===== config.mk =====
export PLATFORM = sky130hd
export DESIGN_NAME = prodsat_unit
export DESIGN_NICKNAME = d
export VERILOG_FILES = /design/src/rtl/prodsat_pkg.sv /design/src/rtl/prodsat_detect.sv /design/src/rtl/prodsat_clamp.sv /design/src/rtl/prodsat_stage.sv /design/src/rtl/prodsat_unit.sv
export SDC_FILE = /design/constraint.sdc
export NUM_CORES = 1
export LEC_CHECK = 0
export BUFFER_PORTS_ARGS = -buffer_cell sky130_fd_sc_hd__buf_2
export CORE_MARGIN = 5
export CORE_UTILIZATION = 42
export CTS_CLUSTER_DIAMETER = 80
export DETAILED_ROUTE_END_ITERATION = 6
export PLACE_DENSITY_LB_ADDON = 0.1
export SYNTH_ARGS = -nofsm -noshare
export SYNTH_HDL_FRONTEND = slang
export SYNTH_HIERARCHICAL = 1
export SYNTH_SLANG_ARGS = --single-unit

===== constraint.sdc =====
create_clock -name clk -period 1.86 [get_ports clk]
set_input_delay 0.186 -clock clk [delete_from_list [all_inputs] [get_ports clk]]
set_output_delay 0.186 -clock clk [all_outputs]
set_load 0.05 [all_outputs]

===== src/rtl/prodsat_pkg.sv =====
package prodsat_pkg;

  // Widest vector the helper functions handle; callers zero-extend into it.
  localparam int unsigned VEC_W = 64;

  // True when the low n bits of v all carry the same value.
  function automatic logic bits_uniform(input logic [VEC_W-1:0] v, input int unsigned n);
    logic same;
    same = 1'b1;
    for (int unsigned i = 1; i < VEC_W; i++) begin
      if (i < n && v[i] != v[0]) same = 1'b0;
    end
    return same;
  endfunction

  // Saturation code of width w: top bit is sgn, all lower bits are ~sgn.
  function automatic logic [VEC_W-1:0] sat_code(input logic sgn, input int unsigned w);
    logic [VEC_W-1:0] code;
    code = '0;
    for (int unsigned i = 0; i < VEC_W; i++) begin
      if (i + 1 < w)       code[i] = ~sgn;
      else if (i + 1 == w) code[i] = sgn;
    end
    return code;
  endfunction

endpackage


===== src/rtl/prodsat_detect.sv =====
module prodsat_detect
  import prodsat_pkg::*;
#(
  parameter int unsigned CHK_W = 5
) (
  input  logic [CHK_W-1:0] chk_bits,   // output sign position up to product sign
  output logic             range_bad
);

  generate
    if (CHK_W <= 1) begin : g_no_surplus
      // Nothing above the output sign bit: overflow cannot happen.
      assign range_bad = 1'b0;
    end else begin : g_uniform
      logic [VEC_W-1:0] chk_ext;
      assign chk_ext   = {{(VEC_W-CHK_W){1'b0}}, chk_bits};
      assign range_bad = ~bits_uniform(chk_ext, CHK_W);
    end
  endgenerate

endmodule


===== src/rtl/prodsat_clamp.sv =====
module prodsat_clamp
  import prodsat_pkg::*;
#(
  parameter int unsigned OUT_W = 16
) (
  input  logic [OUT_W-1:0] kept_field,
  input  logic             prod_sign,
  input  logic             range_bad,
  output logic [OUT_W-1:0] result
);

  logic [VEC_W-1:0] code_full;
  logic [OUT_W-1:0] clamp_val;

  assign code_full = sat_code(prod_sign, OUT_W);
  assign clamp_val = code_full[OUT_W-1:0];
  assign result    = range_bad ? clamp_val : kept_field;

endmodule


===== src/rtl/prodsat_stage.sv =====
module prodsat_stage #(
  parameter int unsigned OUT_W = 16
) (
  input  logic             clk,
  input  logic             rst_n,
  input  logic             load,
  input  logic [OUT_W-1:0] nxt_data,
  input  logic             nxt_ovf,
  output logic             q_valid,
  output logic [OUT_W-1:0] q_data,
  output logic             q_ovf
);

  always_ff @(posedge clk) begin
    if (!rst_n) begin
      q_valid <= 1'b0;
      q_data  <= '0;
      q_ovf   <= 1'b0;
    end else begin
      q_valid <= load;
      q_ovf   <= load & nxt_ovf;
      if (load) q_data <= nxt_data;
    end
  end

endmodule


===== src/rtl/prodsat_unit.sv =====
module prodsat_unit #(
  parameter int unsigned IN_W   = 16,
  parameter int unsigned FRAC_W = 11
) (
  input  logic                clk,
  input  logic                rst_n,
  input  logic                in_valid,
  input  logic [2*IN_W-2:0]   in_prod,
  output logic                out_valid,
  output logic [IN_W-1:0]     out_data,
  output logic                out_ovf
);

  localparam int unsigned PROD_W  = 2*IN_W - 1;
  localparam int unsigned KEEP_LO = FRAC_W;
  localparam int unsigned KEEP_HI = FRAC_W + IN_W - 1;
  localparam int unsigned CHK_W   = PROD_W - KEEP_HI;
  localparam logic [IN_W-1:0] POS_MAX = {1'b0, {(IN_W-1){1'b1}}};
  localparam logic [IN_W-1:0] NEG_MIN = {1'b1, {(IN_W-1){1'b0}}};

  // Named internal events for the assertions
  logic            range_bad;
  logic            prod_sign;
  logic            frac_nonzero;
  logic [IN_W-1:0] kept_field;
  logic [IN_W-1:0] narrowed;

  assign prod_sign    = in_prod[PROD_W-1];
  assign kept_field   = in_prod[KEEP_HI:KEEP_LO];
  assign frac_nonzero = |in_prod[KEEP_LO-1:0];

  prodsat_detect #(.CHK_W(CHK_W)) u_detect (
    .chk_bits  (in_prod[PROD_W-1:KEEP_HI]),
    .range_bad (range_bad)
  );

  prodsat_clamp #(.OUT_W(IN_W)) u_clamp (
    .kept_field (kept_field),
    .prod_sign  (prod_sign),
    .range_bad  (range_bad),
    .result     (narrowed)
  );

  prodsat_stage #(.OUT_W(IN_W)) u_stage (
    .clk      (clk),
    .rst_n    (rst_n),
    .load     (in_valid),
    .nxt_data (narrowed),
    .nxt_ovf  (range_bad),
    .q_valid  (out_valid),
    .q_data   (out_data),
    .q_ovf    (out_ovf)
  );

  // valid follows input valid after one edge
  a_r2_valid_latency: assert property (@(posedge clk) disable iff (!rst_n)
    in_valid |=> out_valid);
  a_r2_idle_latency: assert property (@(posedge clk) disable iff (!rst_n)
    !in_valid |=> !out_valid);

  // in-range value passes the kept field unchanged
  a_r3_kept_field: assert property (@(posedge clk) disable iff (!rst_n)
    (in_valid && !range_bad) |=> (out_data == $past(kept_field) && !out_ovf));

  // positive overflow pins to the maximum code
  a_r4_pos_clamp: assert property (@(posedge clk) disable iff (!rst_n)
    (in_valid && range_bad && !prod_sign) |=> (out_data == POS_MAX && out_ovf));

  // negative overflow pins to the minimum code
  a_r5_neg_clamp: assert property (@(posedge clk) disable iff (!rst_n)
    (in_valid && range_bad && prod_sign) |=> (out_data == NEG_MIN && out_ovf));

  // overflow flag only alongside a valid result
  a_r6_ovf_with_valid: assert property (@(posedge clk) disable iff (!rst_n)
    out_ovf |-> out_valid);

  // idle cycles hold the data
  a_r7_hold: assert property (@(posedge clk) disable iff (!rst_n)
    !in_valid |=> $stable(out_data));

  // dropped fraction bits never cause overflow by themselves
  a_r8_frac_no_ovf: assert property (@(posedge clk) disable iff (!rst_n)
    (in_valid && frac_nonzero && !range_bad) |=> !out_ovf);

endmodule


==> results_dict.tcl <==
set metrics [dict create \
    status "completed" \
    path_depth 7 \
    post_cts.repair.setup_buffers 0 \
    timing.fmax_mhz 816 \
    start_util_pct 44.3 \
    via_per_inst 4.45 \
    dp_hpwl_um 1340 \
    p_comb_share_pct 25.4 \
    leakage_nw 0.601 \
    ys_warn_count 6 \
    netlist-cell-type-count 16 \
    crit_start "in_prod[30]" \
    track_usage_pct 11.5 \
    die_x_um 55.5 \
    num_io_pins 52 \
    hold_viol 0 \
    clk_pin_slew_ns 0.10 \
    cts_buffers 3 \
    cts_sinks 18 \
    fin_crit_sh_pct 65.9 \
    clock_path_buffers 2 \
    avgSynthCellArea_um2 9.45 \
    final_nets 168 \
    power_density_mw_per_mm2 794 \
    ys_ff_latch 18 \
    seqPwrFrac_pct 48.1 \
    insertion_delay_ns 0.28 \
    worstReg2RegEnd "u_stage/q_data[7]" \
    drive_above_1_share_pct 38.3 \
    first_iter_violations 5 \
    grt_pass1_vias 689 \
    p_sw_share_pct 31.2 \
    die_area_mm2 0.00308 \
    ir_drop_uv 457 \
    slowest_stage "mux2i_1" \
    grt_pass1_wl_um 2930 \
    antenna_cells 0 \
    path_class "in2reg" \
    r2r_start "u_stage/q_data[7]" \
    h-tree-depth 1 \
    syn2layout_area_growth_pct 26.9 \
    gp_congestion 0.671 \
    cts-resized-gates 0 \
    rsz0062_at_grt "no" \
    route.detailed.drc 0 \
    path_delay_family "simple AND/OR/NAND/NOR gates" \
    final.min_clock_period_ns 1.23 \
    crit_chain "buf_2 -> and4_1 -> mux2i_1 -> nand2b_2 -> o21ai_0 -> mux2i_1 -> nor2b_1" \
    grt_max_degree 19 \
    drv_slew 0 \
    min_path_cells 2 \
    setup-violations-final 0 \
    firstDrtPassIters 4 \
    portBuffers 40 \
    cpPeakStageDelay_ns 0.32 \
    coreArea_mm2 0.00196 \
    drtAntennaViolNets 0 \
    cts_root_buffer "clkbuf_4" \
    worstMarginPinSlew_ns 0.498 \
    p_int_uw 603 \
    cts_tree "built" \
    drt-total-wl_um 1800 \
    overflow 0 \
    end_kind "flop" \
    critPathMaxFanout 15 \
    fp.dieH_um 55.5 \
    relSlewSlack_pct 66.8 \
    synth_area_um2 870 \
    clkPwrFrac_pct 26.6 \
    netlist_instances 92 \
    hold_path_class "in2reg" \
    tns_ns 0 \
    wl_per_cell_um 11.3 \
    r2r_cells 2 \
    crit_top_cell "mux2i_1" \
    start_kind "input port" \
    maxCapViolCount 0 \
    endpoint "u_stage/q_data[5]" \
    switching_power_uw 273 \
    arrival_ns 1.45 \
    ys_seq_area_share_pct 41.4 \
    cts-hold-fix-buffers 0 \
    r2r_slack_ns 1.24 \
    synth_nets 126 \
    fin_skew_ns 0 \
    rows 16 \
    vias 712 \
    cp.buffers_inverters 1 \
    antenna_found_initial 0 \
    required_ns 2.08 \
    power.total_uw 876 \
]
-- sequential cells by signal, summed over array words and instances, names as in the netlist --
signal,cells
u_stage/q_data,16
u_stage/q_ovf,1
u_stage/q_valid,1
-- worst min path at each step --
stage | startpoint | slack (ns) | end
after global routing | rst_n | 0.28 | u_stage/q_data[14]
final | rst_n | 0.28 | u_stage/q_data[3]
after detailed placement | u_stage/q_data[4] | 0.50 | u_stage/q_data[4]
after global placement | u_stage/q_data[0] | 0.49 | u_stage/q_data[0]
after CTS | rst_n | 0.27 | u_stage/q_data[2]
after floorplan | rst_n | 0.31 | u_stage/q_data[0]
-- per-layer routing --
metal | routed length [um] | vias to the layer above | global-route usage, %
met4 | 0 | 0 | 4.17
met5 | 0 | - | 0
met1 | 808 | 313 | 13.2
li1 | - | 379 | -
met2 | 857 | 20 | 19.3
met3 | 137 | 0 | 4.20
-- layout by cell type (no fill, tap or decap), types with 2 or more instances in the layout --
master | synthesis | routed
buf_2 | 0 | 40
buf_4 | 0 | 2
clkbuf_4 | 0 | 3
dfxtp_1 | 18 | 18
inv_1 | 15 | 15
mux2i_1 | 17 | 17
nor2b_1 | 16 | 16
o21ai_0 | 11 | 11
o21ai_1 | 4 | 4
-- area by class of cell --
class                      instances  area (um^2)
fill                             205          858
multi-input combinational         54          402
sequential                        18          360
timing repair buffer              42          215
inverter                          15         56.3
clock buffer                       4         36.3
tap                               27         33.8
-- kinds of logic after synthesis --
logic type / synth area share (%)
buf+inv: 12.4
simple gates: 16.7
mux: 20.9
compound gates: 8.63
flops: 41.4
-- synthesized netlist by cell type --
cell / n / area, um^2
dfxtp_1: 18 / 360
mux2i_1: 17 / 170
nor2b_1: 16 / 100
inv_1: 15 / 56.3
o21ai_0: 11 / 55.1
o21ai_1: 4 / 20.0
buf_6: 2 / 22.5
and2_2: 1 / 7.51
and3_2: 1 / 7.51
and4_1: 1 / 8.76
buf_12: 1 / 20.0
clkbuf_1: 1 / 3.75
clkbuf_2: 1 / 5.00
mux2_2: 1 / 11.3
nand2b_2: 1 / 8.76
nor4_2: 1 / 12.5
-- power groups by stage --
stage | clock network [mW] | registers (mW) | logic, mW
finish | 0.233 | 0.421 | 0.222
global route | 0.259 | 0.424 | 0.240
CTS | 0.244 | 0.421 | 0.225
detailed placement | 0 | 0.430 | 0.224
global placement | 0 | 0.429 | 0.221
floorplan | 0 | 0.517 | 0.0815
-- metrics by stage --
step / instance area, um^2 / hold WS (ns) / utilization, % / instances / setup slack (ns)
detailed placement: 1070 / 0.504 / 54.4 / 156 / 0.334
global route: 1100 / 0.282 / 56.3 / 160 / 0.441
global placement: 1070 / 0.491 / 54.4 / 156 / 0.377
finish: 1100 / 0.276 / 56.3 / 160 / 0.635
CTS: 1100 / 0.272 / 56.3 / 160 / 0.616
floorplan: 870 / 0.314 / - / 92 / 0.435
Note: power is estimated with default switching activity, not from simulation.
